$ cat src/rtl/vic_pkg.sv
`timescale 1ns/1ps
package vic_pkg;

    localparam int unsigned REG_W = 32;

    // Word index of each register; software depends on these positions.
    typedef enum logic [2:0] {
        IDX_STATUS  = 3'd0,
        IDX_PENDING = 3'd1,
        IDX_ENABLE  = 3'd2,
        IDX_ACK     = 3'd3,
        IDX_SETEN   = 3'd4,
        IDX_CLREN   = 3'd5,
        IDX_VECTOR  = 3'd6,
        IDX_MODE    = 3'd7
    } reg_idx_e;

    // Bit 1 = line capture live, bit 0 = request output live.
    typedef enum logic [1:0] {
        MODE_OFF  = 2'b00,
        MODE_OUT  = 2'b01,
        MODE_HW   = 2'b10,
        MODE_FULL = 2'b11
    } mode_state_e;

endpackage

$ cat src/rtl/vic_src_bank.sv
`timescale 1ns/1ps
module vic_src_bank #(
    parameter int unsigned NUM_SRC   = 32,
    parameter logic [31:0] KIND_MASK = 32'h0000_0000
) (
    input  logic               clk_i,
    input  logic               rst_ni,
    input  logic [NUM_SRC-1:0] src_i,
    input  logic               hw_en_i,
    input  logic [NUM_SRC-1:0] ack_i,
    input  logic               sw_wr_i,
    input  logic [NUM_SRC-1:0] sw_data_i,
    output logic [NUM_SRC-1:0] status_o
);

    for (genvar g = 0; g < NUM_SRC; g++) begin : g_line
        if (KIND_MASK[g]) begin : g_edge
            logic prev_q;
            logic rise;

            assign rise = src_i[g] & ~prev_q;

            // History tracks the line even while capture is frozen, so that
            // turning capture on never creates a false edge.
            always_ff @(posedge clk_i or negedge rst_ni) begin
                if (!rst_ni) prev_q <= 1'b0;
                else         prev_q <= src_i[g];
            end

            always_ff @(posedge clk_i or negedge rst_ni) begin
                if (!rst_ni)                 status_o[g] <= 1'b0;
                else if (sw_wr_i)            status_o[g] <= sw_data_i[g];
                else if (hw_en_i && rise)    status_o[g] <= 1'b1;
                else if (ack_i[g])           status_o[g] <= 1'b0;
            end
        end else begin : g_level
            always_ff @(posedge clk_i or negedge rst_ni) begin
                if (!rst_ni)                  status_o[g] <= 1'b0;
                else if (sw_wr_i)             status_o[g] <= sw_data_i[g];
                else if (hw_en_i && src_i[g]) status_o[g] <= 1'b1;
                else if (ack_i[g])            status_o[g] <= 1'b0;
            end
        end
    end

endmodule

$ cat src/rtl/vic_prio_enc.sv
`timescale 1ns/1ps
module vic_prio_enc #(
    parameter int unsigned NUM_SRC = 32,
    localparam int unsigned IDX_W = (NUM_SRC > 1) ? $clog2(NUM_SRC) : 1
) (
    input  logic [NUM_SRC-1:0] pend_i,
    output logic               found_o,
    output logic [IDX_W-1:0]   idx_o
);

    // Scan from the top so the lowest set bit is the last one written.
    always_comb begin
        found_o = 1'b0;
        idx_o   = '0;
        for (int i = NUM_SRC - 1; i >= 0; i--) begin
            if (pend_i[i]) begin
                found_o = 1'b1;
                idx_o   = IDX_W'(i);
            end
        end
    end

endmodule

$ cat src/rtl/vic_mode_fsm.sv
`timescale 1ns/1ps
module vic_mode_fsm
    import vic_pkg::*;
(
    input  logic       clk_i,
    input  logic       rst_ni,
    input  logic       mode_wr_i,
    input  logic [1:0] mode_data_i,
    input  logic       any_pend_i,
    output logic       hw_en_o,
    output logic       out_en_o,
    output logic [1:0] mode_o,
    output logic       irq_o
);

    mode_state_e state_q, state_d;

    always_comb begin
        state_d = state_q;
        if (mode_wr_i) begin
            unique case (mode_data_i)
                2'b00: state_d = MODE_OFF;
                2'b01: state_d = MODE_OUT;
                2'b10: state_d = MODE_HW;
                2'b11: state_d = MODE_FULL;
            endcase
        end
    end

    always_ff @(posedge clk_i or negedge rst_ni) begin
        if (!rst_ni) state_q <= MODE_OFF;
        else         state_q <= state_d;
    end

    always_comb begin
        unique case (state_q)
            MODE_OFF:  begin hw_en_o = 1'b0; out_en_o = 1'b0; end
            MODE_OUT:  begin hw_en_o = 1'b0; out_en_o = 1'b1; end
            MODE_HW:   begin hw_en_o = 1'b1; out_en_o = 1'b0; end
            MODE_FULL: begin hw_en_o = 1'b1; out_en_o = 1'b1; end
        endcase
        mode_o = state_q;
    end

    always_ff @(posedge clk_i or negedge rst_ni) begin
        if (!rst_ni) irq_o <= 1'b0;
        else         irq_o <= out_en_o & any_pend_i;
    end

endmodule

$ cat src/rtl/vic_top.sv
`timescale 1ns/1ps
module vic_top
    import vic_pkg::*;
#(
    parameter int unsigned NUM_SRC   = 32,
    parameter logic [31:0] KIND_MASK = 32'h0000_0000
) (
    input  logic               clk_i,
    input  logic               rst_ni,
    input  logic [NUM_SRC-1:0] src_i,
    input  logic               bus_we_i,
    input  logic [2:0]         bus_addr_i,
    input  logic [REG_W-1:0]   bus_wdata_i,
    output logic [REG_W-1:0]   bus_rdata_o,
    output logic               irq_o
);

    localparam int unsigned IDX_W = (NUM_SRC > 1) ? $clog2(NUM_SRC) : 1;

    logic [NUM_SRC-1:0] wdata_src;
    logic [NUM_SRC-1:0] status_q;
    logic [NUM_SRC-1:0] enable_q;
    logic [NUM_SRC-1:0] pend;
    logic [NUM_SRC-1:0] ack_mask;
    logic               hw_en;
    logic               out_en;
    logic [1:0]         mode;
    logic               vec_found;
    logic [IDX_W-1:0]   vec_idx;
    logic               sts_wr;
    logic               mode_wr;

    assign wdata_src = bus_wdata_i[NUM_SRC-1:0];
    assign ack_mask  = (bus_we_i && bus_addr_i == IDX_ACK) ? wdata_src : '0;
    assign sts_wr    = bus_we_i && bus_addr_i == IDX_STATUS && !hw_en;
    assign mode_wr   = bus_we_i && bus_addr_i == IDX_MODE;
    assign pend      = status_q & enable_q;

    vic_src_bank #(
        .NUM_SRC   (NUM_SRC),
        .KIND_MASK (KIND_MASK)
    ) bank_i (
        .clk_i     (clk_i),
        .rst_ni    (rst_ni),
        .src_i     (src_i),
        .hw_en_i   (hw_en),
        .ack_i     (ack_mask),
        .sw_wr_i   (sts_wr),
        .sw_data_i (wdata_src),
        .status_o  (status_q)
    );

    vic_prio_enc #(
        .NUM_SRC (NUM_SRC)
    ) enc_i (
        .pend_i  (pend),
        .found_o (vec_found),
        .idx_o   (vec_idx)
    );

    vic_mode_fsm fsm_i (
        .clk_i       (clk_i),
        .rst_ni      (rst_ni),
        .mode_wr_i   (mode_wr),
        .mode_data_i (bus_wdata_i[1:0]),
        .any_pend_i  (vec_found),
        .hw_en_o     (hw_en),
        .out_en_o    (out_en),
        .mode_o      (mode),
        .irq_o       (irq_o)
    );

    always_ff @(posedge clk_i or negedge rst_ni) begin
        if (!rst_ni) begin
            enable_q <= '0;
        end else if (bus_we_i) begin
            if (bus_addr_i == IDX_ENABLE)     enable_q <= wdata_src;
            else if (bus_addr_i == IDX_SETEN) enable_q <= enable_q | wdata_src;
            else if (bus_addr_i == IDX_CLREN) enable_q <= enable_q & ~wdata_src;
        end
    end

    always_comb begin
        bus_rdata_o = '0;
        unique case (bus_addr_i)
            IDX_STATUS:  bus_rdata_o[NUM_SRC-1:0] = status_q;
            IDX_PENDING: bus_rdata_o[NUM_SRC-1:0] = pend;
            IDX_ENABLE:  bus_rdata_o[NUM_SRC-1:0] = enable_q;
            IDX_ACK:     bus_rdata_o = '0;
            IDX_SETEN:   bus_rdata_o = '0;
            IDX_CLREN:   bus_rdata_o = '0;
            IDX_VECTOR: begin
                if (vec_found) bus_rdata_o[IDX_W-1:0] = vec_idx;
                else           bus_rdata_o = '1;
            end
            IDX_MODE:    bus_rdata_o[1:0] = mode;
            default:     bus_rdata_o = '0;
        endcase
    end

endmodule

$ cat config.mk
export PLATFORM = sky130hd
export DESIGN_NAME = vic_top
export DESIGN_NICKNAME = d
export VERILOG_FILES = /design/src/rtl/vic_pkg.sv /design/src/rtl/vic_src_bank.sv /design/src/rtl/vic_prio_enc.sv /design/src/rtl/vic_mode_fsm.sv /design/src/rtl/vic_top.sv
export SDC_FILE = /design/constraint.sdc
export NUM_CORES = 1
export LEC_CHECK = 0
export ABC_CLOCK_PERIOD_IN_PS = 4000
export BUFFER_PORTS_ARGS = -buffer_cell sky130_fd_sc_hd__buf_2
export CAP_MARGIN = 20
export CORE_MARGIN = 5
export CORE_UTILIZATION = 59
export CTS_CLUSTER_SIZE = 30
export DETAILED_ROUTE_END_ITERATION = 6
export GPL_TIMING_DRIVEN = 1
export PLACE_DENSITY = 0.85
export RECOVER_POWER = 50
export SKIP_CTS_REPAIR_TIMING = 1
export SLEW_MARGIN = 15
export SYNTH_ARGS = -nofsm -noshare
export SYNTH_HDL_FRONTEND = slang
export SYNTH_SLANG_ARGS = --single-unit
$ cat constraint.sdc
create_clock -name clk_i -period 4 [get_ports clk_i]
set_input_delay 1.2 -clock clk_i [delete_from_list [all_inputs] [get_ports clk_i]]
set_output_delay 1.2 -clock clk_i [all_outputs]
set_load 0.05 [all_outputs]
==> impl_metrics.ini <==
[setup_path]
cp.required_ns = 2.80
path_max_fanout = 22
crit_chain = clkbuf_1 -> and2b_2 -> nand3_2 -> nor3_1 -> nand2_2 -> buf_4 -> o221ai_1 -> clkbuf_4
endpoint_kind = primary output
arrival_ns = 2.69
cp_top_family = simple AND/OR/NAND/NOR gates
reg2reg_depth = 4
startpoint_type = input pin
worstReg2RegEnd = bank_i.status_o[12]$_DFFE_PN0P_
cpPeakStageDelay_ns = 0.30
cp_num_buf_inv = 3
critPathKind = in -> out
ff2ff_setup_slack_ns = 1.24
crit_slowest_cell = clkbuf_4
r2r-start = fsm_i.mode_o[1]$_DFFE_PN0P_

[sta]
hold_viol_final = 0
rsz0062_at_grt = false
slew_viol_final = 111
timing.fmax_mhz = 257.3
fin_ws_ns = 0.1139
fin_setup_tns_ns = 0
period_needed_ns = 3.886
tightestPinTransition_ns = 1.670
fin_skew_ns = 0.007138
period_share_pct = 97.15
slew_headroom_pct = -11.34
setup_violations = 0
whs_ns = 0.5425

[drt]
final_antenna_net_count = 0
post_drt_via_cell_ratio = 6.685
wl_per_cell_um = 19.24
drt_iter0_markers = 426
dr_total_vias = 4599
drc = 0
routed_wl_um = 13240
first_pass_iters = 5

[logic_synthesis]
synth_edf_count = 0
synthCells = 500
syn_area_sq_um = 4392
async_reset_ff_share_pct = 100.0
synth_top_cell_area_share_pct = 38.18
synth_nets = 570
syn-mean-instance-area_sq_um = 8.783
yosys.area.top_type = dfrtp_1
yosysMostFrequentCell = nand2_1
yosys_warnings = 0
synth_area_leaders = dfrtp_1, nand2_1, a22oi_1
ys_ff_latch = 67
synth-main-ff-cell = dfrtp_1
synth_common_cells = nand2_1, dfrtp_1, o21ai_0
seq_area_frac_synth_pct = 38.18
synth_cell_types = 50

[die]
die_w_um = 96.28
dieArea_sq_um = 9269
initial_core_util_pct = 60.55
core_area_sq_um = 7253
num_rows = 31
chipHeight_um = 96.28
ios = 103

[power_and_ir_drop]
power.leakage_uw = 0.002235
p_per_area_nw_per_um2 = 478.6
ir_drop_mv = 0.2988

[cts]
cts_tree = done
worstSkewPairLatency_ns = 0.34
cts_sinks = 67
clk_pin_slew_ns = 0.07
root_buffer = clkbuf_8
h-tree-depth = 3
clock_path_buffers = 2
cts_buffers = 9

[finish]
final_util_pct = 69.60
num_antenna_cells = 0
syn_to_final_growth_pct = 14.96
fin_nets = 656
n_fill_cell = 588
finalNonFillerCells = 688
drive_gt1_share_pct = 24.45

[place]
place.gp.congestion = 0.9936
port-buffer-count = 102
place_ws_ns = 0.1210
dp.cells = 674
place_hpwl_um = 8857

[outcome]
outcome = complete, but fails checks
failed_checks = max-capacitance violations, max-slew violations

[global_routing]
antenna_found_initial = 0
grt_max_degree = 68
grt_pass1_wl_um = 21150
grt-ovfl-total = 0
grt_pass1_vias = 4331
grt_usage_pct = 29.62

[hold_path]
hold_path_end = fsm_i.mode_o[0]$_DFFE_PN0P_
whs_path_depth = 1
min-delay-start = fsm_i.mode_o[0]$_DFFE_PN0P_
hold_class = reg -> reg

[job]
drv_cap = 2
==> metrics by stage <==
stage	power (uW)	cell area, sq um
after CTS	2407	5074
after floorplan	1640	4407
final	2416	5049
after detailed placement	1910	4906
after global routing	2543	5049
after global placement	1874	4906
==> worst register-to-register path: stages (launching register included) <==
cell	delay, ns
dfrtp_1	0.39
buf_4	0.28
nor4_1	0.34
clkbuf_1	1.24
o21ai_0	0.31
==> routing by layer <==
layer | track usage, % | wire length, um
met2 | 45.77 | 6241
met4 | 13.63 | 392
met5 | 0 | 0
met3 | 5.317 | 1222
met1 | 40.30 | 5382
==> power by group <==
group	leakage, uW	internal (uW)	switching [uW]
registers	0.000758	821	189
logic	0.00139	350	556
clock network	0.0000843	251	249
total	0.00223	1420	994
==> placed cells by master (no fill, tap or decap), types with 2 or more instances in the layout <==
master	count
buf_4	11
nand2_1	91
buf_2	99
nor2b_1	2
a211oi_1	2
inv_1	2
nand3_1	2
clkbuf_1	5
a22oi_1	44
a22oi_4	2
a21boi_0	2
mux2_2	2
o21ai_0	65
a22oi_2	2
a32o_1	4
a32oi_1	32
nor2_1	3
a21oi_1	7
dfrtp_1	67
clkbuf_8	11
nand2b_1	34
o2111ai_1	2
o21ai_1	31
a31oi_1	3
a22o_1	34
==> how the worst max path moves through the flow <==
stage                  startpoint             end  cells past startpoint
floorplan           bus_addr_i[1]  bus_rdata_o[1]                      5
global placement    bus_addr_i[0]  bus_rdata_o[1]                      6
detailed placement  bus_addr_i[0]  bus_rdata_o[2]                      8
CTS                 bus_addr_i[0]  bus_rdata_o[2]                      8
global route        bus_addr_i[0]  bus_rdata_o[1]                      8
finish              bus_addr_i[0]  bus_rdata_o[2]                      8
==> final cells by class <==
type | count | area (sq um) | area share (%)
clock buffers | 12 | 155.1 | 3.073
clock inverters | 2 | 12.51 | 0.2478
inverters | 3 | 13.76 | 0.2726
multi-input cells | 389 | 2461 | 48.75
flip-flops and latches | 67 | 1677 | 33.21
well taps | 99 | 123.9 | 2.454
repair buffers | 116 | 605.6 | 12.00
==> cells by family after synthesis <==
kind of cell	share of synthesized area [%]
compound gates	38.18
simple gates	17.07
flops	38.18
buf+inv	5.841
mux	0.7407
Power figures use the tool's default switching activity.
